===== config.mk =====
export PLATFORM = sky130hd
export DESIGN_NAME = chan_addr_decoder
export DESIGN_NICKNAME = d
export VERILOG_FILES = /design/src/rtl/chdec_pkg.sv /design/src/rtl/chdec_addr.sv /design/src/rtl/chdec_ebank.sv /design/src/rtl/chdec_chan.sv /design/src/rtl/chan_addr_decoder.sv
export SDC_FILE = /design/constraint.sdc
export NUM_CORES = 1
export LEC_CHECK = 0
export CAP_MARGIN = 15
export CORE_MARGIN = 5
export CORE_UTILIZATION = 60
export DETAILED_ROUTE_END_ITERATION = 8
export DONT_BUFFER_PORTS = 1
export PLACE_DENSITY_LB_ADDON = 0.1
export SYNTH_ARGS = -nofsm -noshare
export SYNTH_HDL_FRONTEND = slang
export SYNTH_SLANG_ARGS = --single-unit

===== constraint.sdc =====
create_clock -name clk -period 2.4 [get_ports clk]
set_clock_uncertainty 0.05 [all_clocks]
set_input_delay 0.6 -clock clk [delete_from_list [all_inputs] [get_ports clk]]
set_output_delay 0.6 -clock clk [all_outputs]
set_load 0.05 [all_outputs]

===== src/rtl/chdec_pkg.sv =====
package chdec_pkg;

    // Register index order is behaviour: it is the low-three-bit address
    // of each special/central register.
    typedef enum logic [2:0] {
        REG_ACC   = 3'd0,
        REG_LOWP  = 3'd1,
        REG_RET   = 3'd2,
        REG_EBK   = 3'd3,
        REG_FBK   = 3'd4,
        REG_PC    = 3'd5,
        REG_BOTH  = 3'd6,
        REG_NULL  = 3'd7
    } reg_idx_e;

    localparam int unsigned NUM_REGS = 8;

endpackage


===== src/rtl/chdec_addr.sv =====
module chdec_addr
    import chdec_pkg::*;
#(
    parameter int unsigned ADDR_W = 12,
    parameter int unsigned SEL_W  = 3
) (
    input  logic [ADDR_W-1:0]     s_addr,
    input  logic                  sc_rd,
    input  logic                  sc_wr,
    input  logic                  ch_rd,
    input  logic                  ch_wr,
    output logic                  sc_qual,
    output logic [(1<<SEL_W)-1:0] lo_dec,
    output logic [(1<<SEL_W)-1:0] mid_dec,
    output logic [(1<<SEL_W)-1:0] reg_rd,
    output logic [(1<<SEL_W)-1:0] reg_wr
);
    localparam int unsigned NSEL = 1 << SEL_W;

    logic [SEL_W-1:0] lo_f;
    logic [SEL_W-1:0] mid_f;

    assign lo_f    = s_addr[SEL_W-1:0];
    assign mid_f   = s_addr[2*SEL_W-1:SEL_W];
    assign sc_qual = ~|s_addr[ADDR_W-1:SEL_W];

    for (genvar i = 0; i < NSEL; i++) begin : g_sel
        assign lo_dec[i]  = (lo_f == SEL_W'(i));
        assign mid_dec[i] = (mid_f == SEL_W'(i));

        if (i == int'(REG_LOWP) || i == int'(REG_RET)) begin : g_chmap
            // channel alias: only the low six bits take part
            assign reg_rd[i] = (sc_rd & sc_qual & lo_dec[i]) |
                               (ch_rd & mid_dec[0] & lo_dec[i]);
            assign reg_wr[i] = (sc_wr & sc_qual & lo_dec[i]) |
                               (ch_wr & mid_dec[0] & lo_dec[i]);
        end else begin : g_sconly
            assign reg_rd[i] = sc_rd & sc_qual & lo_dec[i];
            assign reg_wr[i] = sc_wr & sc_qual & lo_dec[i];
        end
    end

endmodule


===== src/rtl/chdec_ebank.sv =====
module chdec_ebank #(
    parameter int unsigned WORD_W    = 16,
    parameter int unsigned EB_W      = 3,
    parameter int unsigned EB_HI_LSB = 8
) (
    input  logic              clk,
    input  logic              rst_n,
    input  logic              ld_hi,
    input  logic              ld_lo,
    input  logic [WORD_W-1:0] wl,
    output logic [EB_W-1:0]   ebank
);
    typedef struct packed {
        logic [EB_W-1:0] eb;
    } eb_state_t;

    eb_state_t st_d, st_q;

    always_comb begin
        st_d = st_q;
        if (ld_hi)
            st_d.eb = wl[EB_HI_LSB +: EB_W];
        else if (ld_lo)
            st_d.eb = wl[EB_W-1:0];
    end

    always_ff @(posedge clk) begin
        if (!rst_n) st_q <= '0;
        else        st_q <= st_d;
    end

    assign ebank = st_q.eb;

    AST_EB_HOLD: assert property (@(posedge clk) disable iff (!rst_n)
        !(ld_hi || ld_lo) |=> $stable(ebank));
    AST_EB_LOAD_LO: assert property (@(posedge clk) disable iff (!rst_n)
        (ld_lo && !ld_hi) |=> ebank == $past(wl[EB_W-1:0]));
    AST_EB_LOAD_HI: assert property (@(posedge clk) disable iff (!rst_n)
        ld_hi |=> ebank == $past(wl[EB_HI_LSB +: EB_W]));

endmodule


===== src/rtl/chdec_chan.sv =====
module chdec_chan #(
    parameter int unsigned WORD_W  = 16,
    parameter int unsigned CH_AW   = 6,
    parameter int unsigned SB_W    = 3,
    parameter int unsigned SB_LSB  = 4,
    parameter int unsigned SB_CH   = 7,
    parameter int unsigned TEST_CH = 11
) (
    input  logic              clk,
    input  logic              rst_n,
    input  logic [CH_AW-1:0]  ch_addr,
    input  logic              ch_rd,
    input  logic              ch_wr,
    input  logic [WORD_W-1:0] wl,
    output logic [WORD_W-1:0] wl_out,
    output logic [SB_W-1:0]   sbank
);
    localparam int unsigned CH_W = WORD_W - 1;

    typedef struct packed {
        logic [SB_W-1:0] sb;
        logic [CH_W-1:0] tst;
    } ch_state_t;

    ch_state_t st_d, st_q;
    logic      hit_sb, hit_tst;
    logic [WORD_W-1:0] ch_or;

    assign hit_sb  = (ch_addr == CH_AW'(SB_CH));
    assign hit_tst = (ch_addr == CH_AW'(TEST_CH));

    always_comb begin
        st_d = st_q;
        if (ch_wr && hit_sb)
            st_d.sb = wl[SB_LSB +: SB_W];
        if (ch_wr && hit_tst)
            st_d.tst = {wl[WORD_W-1], wl[WORD_W-3:0]};
    end

    always_ff @(posedge clk) begin
        if (!rst_n) st_q <= '0;
        else        st_q <= st_d;
    end

    // channel-OR bus: every implemented channel ORs its word when addressed
    always_comb begin
        ch_or = '0;
        if (hit_sb)
            ch_or[SB_LSB +: SB_W] = st_q.sb;
        if (hit_tst)
            ch_or = ch_or | {st_q.tst[CH_W-1], 1'b0, st_q.tst[CH_W-2:0]};
    end

    assign wl_out = ch_rd ? ch_or : '0;
    assign sbank  = st_q.sb;

    AST_SB_HOLD: assert property (@(posedge clk) disable iff (!rst_n)
        !(ch_wr && hit_sb) |=> $stable(sbank));
    AST_SB_LOAD: assert property (@(posedge clk) disable iff (!rst_n)
        (ch_wr && hit_sb) |=> sbank == $past(wl[SB_LSB +: SB_W]));

endmodule


===== src/rtl/chan_addr_decoder.sv =====
module chan_addr_decoder
    import chdec_pkg::*;
#(
    parameter int unsigned ADDR_W    = 12,
    parameter int unsigned WORD_W    = 16,
    parameter int unsigned EB_W      = 3,
    parameter int unsigned EB_HI_LSB = 8,
    parameter int unsigned SB_W      = 3,
    parameter int unsigned SB_LSB    = 4,
    parameter int unsigned SB_CH     = 7,
    parameter int unsigned TEST_CH   = 11
) (
    input  logic              clk,
    input  logic              rst_n,
    input  logic [ADDR_W-1:0] s_addr,
    input  logic              sc_rd,
    input  logic              sc_wr,
    input  logic              ch_rd,
    input  logic              ch_wr,
    input  logic [WORD_W-1:0] wl_in,
    output logic              sc_qual,
    output logic [7:0]        lo_dec,
    output logic [7:0]        mid_dec,
    output logic [7:0]        reg_rd,
    output logic [7:0]        reg_wr,
    output logic [WORD_W-1:0] wl_out,
    output logic [EB_W-1:0]   ebank,
    output logic [SB_W-1:0]   sbank
);
    localparam int unsigned SEL_W = 3;
    localparam int unsigned CH_AW = 2 * SEL_W;

    chdec_addr #(
        .ADDR_W (ADDR_W),
        .SEL_W  (SEL_W)
    ) u_addr (
        .s_addr  (s_addr),
        .sc_rd   (sc_rd),
        .sc_wr   (sc_wr),
        .ch_rd   (ch_rd),
        .ch_wr   (ch_wr),
        .sc_qual (sc_qual),
        .lo_dec  (lo_dec),
        .mid_dec (mid_dec),
        .reg_rd  (reg_rd),
        .reg_wr  (reg_wr)
    );

    chdec_ebank #(
        .WORD_W    (WORD_W),
        .EB_W      (EB_W),
        .EB_HI_LSB (EB_HI_LSB)
    ) u_ebank (
        .clk   (clk),
        .rst_n (rst_n),
        .ld_hi (reg_wr[REG_EBK]),
        .ld_lo (reg_wr[REG_BOTH]),
        .wl    (wl_in),
        .ebank (ebank)
    );

    chdec_chan #(
        .WORD_W  (WORD_W),
        .CH_AW   (CH_AW),
        .SB_W    (SB_W),
        .SB_LSB  (SB_LSB),
        .SB_CH   (SB_CH),
        .TEST_CH (TEST_CH)
    ) u_chan (
        .clk     (clk),
        .rst_n   (rst_n),
        .ch_addr (s_addr[CH_AW-1:0]),
        .ch_rd   (ch_rd),
        .ch_wr   (ch_wr),
        .wl      (wl_in),
        .wl_out  (wl_out),
        .sbank   (sbank)
    );

    AST_STROBE_EXCL: assert property (@(posedge clk) disable iff (!rst_n)
        $onehot0(reg_rd) && $onehot0(reg_wr));
    AST_QL_NO_BUS: assert property (@(posedge clk) disable iff (!rst_n)
        (reg_rd[REG_LOWP] || reg_rd[REG_RET]) |-> wl_out == '0);
    AST_CH_Q_ALIAS: assert property (@(posedge clk) disable iff (!rst_n)
        (ch_rd && s_addr[CH_AW-1:0] == CH_AW'(2)) |-> reg_rd[REG_RET]);
    AST_CH_L_ALIAS: assert property (@(posedge clk) disable iff (!rst_n)
        (ch_wr && s_addr[CH_AW-1:0] == CH_AW'(1)) |-> reg_wr[REG_LOWP]);

endmodule


==> run summary, run 1 <==
## Status
• result of the run: stopped before the end
• stopping stage: clock tree synthesis
• run-stopping error: [ERROR DPL-0033] detailed placement checks failed during check placement.

## Logic synthesis
• Synth Flop Type: sky130_fd_sc_hd__dfxtp_1
• warnings from Yosys: 0
• post-synth cell types: 35
• dominant cells by area after synthesis: sky130_fd_sc_hd__dfxtp_1 31%, sky130_fd_sc_hd__nand2_1 7.6%, sky130_fd_sc_hd__and3_1 7.3%
• area of the mapped netlist: 0.00138 sq mm
• xor-xnor portion of the synthesized cell area: 0
• Compound-Gate Fraction of Synth Area: 0.112
• main combinational cell family by area after synthesis: simple AND/OR/NAND/NOR gates
• simple-gate share of the synthesized area: 0.447
• number of enable-type register cells in the synthesized netlist: 0
• share of the yosys chip area belonging to registers: 0.305
• Syn Inst Count: 186
• largest area contributor in the synthesized netlist: sky130_fd_sc_hd__dfxtp_1
• flops & latches, synth: 21
• share of the synthesized area in the top cell type: 0.305
• proportion of synthesized flip-flops having asynchronous set or reset: 0
• most frequent cell after synthesis: sky130_fd_sc_hd__nand2_1
• portion of netlist area occupied by mux cells: 0.0218
• average size of a mapped cell: 7.40 sq um
• net count after synthesis: 220
• post-synthesis share of cell area spent on full adders, half adders and majority gates: 0
• leading post-synthesis cells by instance count: 28 x sky130_fd_sc_hd__nand2_1, 21 x sky130_fd_sc_hd__dfxtp_1, 19 x sky130_fd_sc_hd__nand3_1, 16 x sky130_fd_sc_hd__and3_1, 16 x sky130_fd_sc_hd__nor2_1

## Clock tree
• CTS H-tree depth: 1
• clk sinks: 21
• number of buffers on the longest clock path: 2
• cts bufs inserted: 3
• Root Buffer Master: sky130_fd_sc_hd__clkbuf_4
• number of setup buffers added after CTS: 2
• # hold bufs at CTS: 0
• post-CTS sizing: 3

## Placement
• final HPWL from detailed placement: 3.94 mm
• Worst Setup Slack post-DPL: -0.00487 ns
• gp weighted congestion: 0.835
• count of input and output buffers: 0
• Placed Area: 0.00209 sq mm

## Floorplan
• die extent in x: 57.9 um
• effective utilization at floorplan: 0.628
• height of the die: 57.9 um
• I/O pin cnt: 89
• count of standard-cell rows: 17

-- logic make-up after synthesis --
group	after synthesis
AND/OR/NAND/NOR	108
AO/OA/AOI/OAI	27
buffers and inverters	26
flip-flops	21
multiplexers	3
other	1
-- stage by stage --
| stage | hold WS (ns) | std cells |
|---|---|---|
| floorplan | 0.374 | 186 |
| global placement | 0.382 | 244 |
| detailed placement | 0.410 | 244 |
==> run 2, diff against run 1 <==
--- a/config.mk
+++ b/config.mk
@@ -6,11 +6,11 @@
 export NUM_CORES = 1
 export LEC_CHECK = 0
 export CAP_MARGIN = 15
-export CORE_MARGIN = 5
-export CORE_UTILIZATION = 60
+export CORE_AREA = 5 5 66 68
 export DETAILED_ROUTE_END_ITERATION = 8
+export DIE_AREA = 0 0 71 73
 export DONT_BUFFER_PORTS = 1
-export PLACE_DENSITY_LB_ADDON = 0.1
+export PLACE_DENSITY_LB_ADDON = 0.15
 export SYNTH_ARGS = -nofsm -noshare
 export SYNTH_HDL_FRONTEND = slang
 export SYNTH_SLANG_ARGS = --single-unit
==> run 2 against run 1 <==
The run now ends clean. Area after synthesis is the same. Synthesized cell count is the same.
==> run summary, run 2 <==
## Floorplan
• height of the die: 73 um, was 57.9 um
• core region area: 0.00380 sq mm
• count of standard-cell rows: 23, was 17
• I/O pin cnt: 89, unchanged
• effective utilization at floorplan: 0.362, was 0.628
• die extent in x: 71 um, was 57.9 um
• Total Die Area: 0.00518 sq mm

## Logic synthesis
• net count after synthesis: 220, unchanged
• proportion of synthesized flip-flops having asynchronous set or reset: 0, unchanged
• share of the yosys chip area belonging to registers: 0.305, unchanged
• xor-xnor portion of the synthesized cell area: 0, unchanged
• Compound-Gate Fraction of Synth Area: 0.112, unchanged
• Synth Flop Type: sky130_fd_sc_hd__dfxtp_1, unchanged
• share of the synthesized area in the top cell type: 0.305, unchanged
• portion of netlist area occupied by mux cells: 0.0218, unchanged
• main combinational cell family by area after synthesis: simple AND/OR/NAND/NOR gates, unchanged
• warnings from Yosys: 0, unchanged
• simple-gate share of the synthesized area: 0.447, unchanged
• average size of a mapped cell: 7.40 sq um, unchanged
• dominant cells by area after synthesis: sky130_fd_sc_hd__dfxtp_1 31%, sky130_fd_sc_hd__nand2_1 7.6%, sky130_fd_sc_hd__and3_1 7.3%, unchanged
• largest area contributor in the synthesized netlist: sky130_fd_sc_hd__dfxtp_1, unchanged
• number of enable-type register cells in the synthesized netlist: 0, unchanged
• area of the mapped netlist: 0.00138 sq mm, unchanged
• most frequent cell after synthesis: sky130_fd_sc_hd__nand2_1, unchanged
• post-synthesis share of cell area spent on full adders, half adders and majority gates: 0, unchanged
• post-synth cell types: 35, unchanged
• flops & latches, synth: 21, unchanged
• leading post-synthesis cells by instance count: 28 x sky130_fd_sc_hd__nand2_1, 21 x sky130_fd_sc_hd__dfxtp_1, 19 x sky130_fd_sc_hd__nand3_1, 16 x sky130_fd_sc_hd__and3_1, 16 x sky130_fd_sc_hd__nor2_1, unchanged
• Syn Inst Count: 186, unchanged

## Placement
• number of placed instances, taps included: 266, was 244
• count of input and output buffers: 0, unchanged
• final HPWL from detailed placement: 3.33 mm, was 3.94 mm
• gp weighted congestion: 0.766, was 0.835
• Worst Setup Slack post-DPL: -0.00977 ns, was -0.00487 ns

## Pwr
• switching power as a share of total power: 0.264
• part of the total power dissipated in sequential elements: 0.513
• Internal Pwr Total: 0.502 mW
• Clk network pwr share: 0.330
• post-layout power: 0.682 mW
• maximum vdd drop: 0.303 mV
• Power per Cell Area: 307 mW/mm^2
• leakage dissipation: 0.920 nW
• switching power summed over all nets: 0.180 mW
• combinational share of power: 0.157

## Routing
• WL per Instance: 15.1 um
• drt initial violations: 63
• number of nets with antenna violations after detailed routing: 0
• total via count after detailed routing: 1414
• final WL: 4.11 mm
• drt first pass iters: 5
• Remaining DRCs: 0
• detailed-route vias per instance: 5.20

## Finish
• Final #Nets: 257
• most common library cell in the layout ignoring fill and taps: sky130_fd_sc_hd__nand2_1
• Area growth, synth to finish: 61.2%
• fill cell total of the finished layout: 346
• Top reg by flops: u_chan.st_q
• commonest cells after routing, fill and taps aside: 28 x sky130_fd_sc_hd__nand2_1, 26 x sky130_fd_sc_hd__buf_12, 25 x sky130_fd_sc_hd__buf_4
• Ant. Diodes: 0
• final cell count without fillers: 272
• area of all sequential standard cells: 420 sq um
• footprint of the multi-input gates: 941 sq um
• max reg flops: 15
• share of post-route cells with drive strength above 1: 0.383

## Worst setup path
• delay of the slowest cell on the worst path: 0.34 ns
• slowest stage cell, crit path: sky130_fd_sc_hd__nor4_4
• Critical Path End Type: primary output
• worst-path fanout max: 5
• kind of launch point of the worst setup path: input pin
• family of cells with the greatest summed delay on the critical path: simple AND/OR/NAND/NOR gates
• total buffers and inverters traversed by the critical path: 3
• Required @ worst endpoint: 1.75 ns
• cell type with the highest occurrence count on the critical path: sky130_fd_sc_hd__buf_4
• CP Class: input pin to primary output
• worst endpoint data arrival time: 1.73 ns
• series of cell instances along the critical path: nor4_4 > buf_4 > nand4_4 > buf_4 > nor2b_4 > buf_12

## Timing
• time the final worst path needs with I/O delays and setup: 2.38 ns
• final clock period utilization by the worst path: 0.990
• Final Max Slew Viols: 0
• measured slew at the worst slew-check pin: 0.515 ns
• slack of the critical path: 0.0232 ns
• hold violation count in the final report: 0
• Sum Neg Setup Slack: 0 ns
• Max transition margin: 0.656
• maximum clock frequency: 0.421 GHz
• number of failing setup endpoints in the final timing report: 0
• unrepaired setup endpoints after global routing: true

## Global routing
• grt total ovfl: 0
• pin count of the biggest net entering global routing: 41
• Total GRT Usage: 0.157
• global-route wire length before repair: 6.64 mm
• antenna violations before repair: 0
• number of global-route vias before repair: 1352

## Clock tree
• CTS H-tree depth: 1, unchanged
• Root Buffer Master: sky130_fd_sc_hd__clkbuf_8, was sky130_fd_sc_hd__clkbuf_4
• # hold bufs at CTS: 0, unchanged
• later-pin clock latency in the skew report: 0.25 ns
• clk sinks: 21, unchanged
• number of buffers on the longest clock path: 2, unchanged
• cts bufs inserted: 3, unchanged
• Worst-path clk slew: 0.07 ns
• CTS tree: done

## Worst hold path
• worst hold-check path type: flip-flop to flip-flop

## Status
• result of the run: complete, no violations, was stopped before the end

## Job
• Max Cap Viol: 0

run 2: cell counts after synthesis:
Identical to the previous run, type by type.
run 2: power groups by stage:
stage	combinational (mW)	sequential, mW	clock (mW)
floorplan	0.115	0.358	0
global placement	0.105	0.358	0
detailed placement	0.107	0.358	0
CTS	0.107	0.350	0.236
global route	0.113	0.350	0.250
finish	0.107	0.350	0.225
run 2: layout make-up:
type                       instances  share of cell area
sequential                        21               0.190
timing repair buffer              53               0.329
inverter                           5             0.00846
multi-input combinational        139               0.424
tap                               50              0.0282
clock buffer                       4              0.0203
run 2: kinds of logic (layout without fill, tap and decap cells):
| group | count (synthesis) | after routing |
|---|---|---|
| AO/OA/AOI/OAI | 27 | 27 |
| buffers and inverters | 26 | 62 |
| flip-flops | 21 | 21 |
| multiplexers | 3 | 3 |
| other | 1 | 1 |
| AND/OR/NAND/NOR | 108 | 108 |
run 2: path summary, 6_finish.rpt:
kind                                  startpoint               end  slack [ns]  cells after the start
worst max register to register  u_ebank.ebank[2]  u_ebank.ebank[2]        1.41                      2
worst min-delay path             u_chan.st_q[13]   u_chan.st_q[13]        0.40                      2
worst min register to register   u_chan.st_q[13]   u_chan.st_q[13]        0.40                      2
worst max-delay path                  s_addr[10]         reg_wr[0]        0.02                      6
run 2: worst register-to-register path, cell delays in order (launching register included):
cell and delay, ns:
sky130_fd_sc_hd__dfxtp_1 0.65, sky130_fd_sc_hd__nand3_1 0.12, sky130_fd_sc_hd__o21ai_1 0.11
run 2: per-layer routing:
layer | track usage | routed length (um) | vias to the layer above
met4 | 0.0376 | 17 | 0
met2 | 0.294 | 2170 | 49
li1 | - | - | 700
met1 | 0.167 | 1560 | 663
met5 | 0 | 0 | -
met3 | 0.0579 | 370 | 2
run 2: stage by stage:
stage	hold slack, ns	util	instance area (sq um)
global route	0.422	0.584	2220
finish	0.403	0.584	2220
detailed placement	0.388	0.560	2130
CTS	0.402	0.579	2200
floorplan	0.374	-	1510
global placement	0.381	0.560	2130
run 2: repair_timing:
action / 4_1_cts / 5_1_grt
cloned: 0 / 0
resized for setup: 1 / 6
setup buffers: 2 / 0
pin swaps: 2 / 2
endpoints found under the setup margin: 2 / 11
Note: power is estimated with default switching activity, not from simulation.
==> run 3, diff against run 2 <==
--- a/config.mk
+++ b/config.mk
@@ -5,7 +5,6 @@
 export SDC_FILE = /design/constraint.sdc
 export NUM_CORES = 1
 export LEC_CHECK = 0
-export CAP_MARGIN = 15
 export CORE_AREA = 5 5 66 68
 export DETAILED_ROUTE_END_ITERATION = 8
 export DIE_AREA = 0 0 71 73
==> results of run 3 <==
Same layout as run 2: the final DEF is identical, and so are final timing and power.
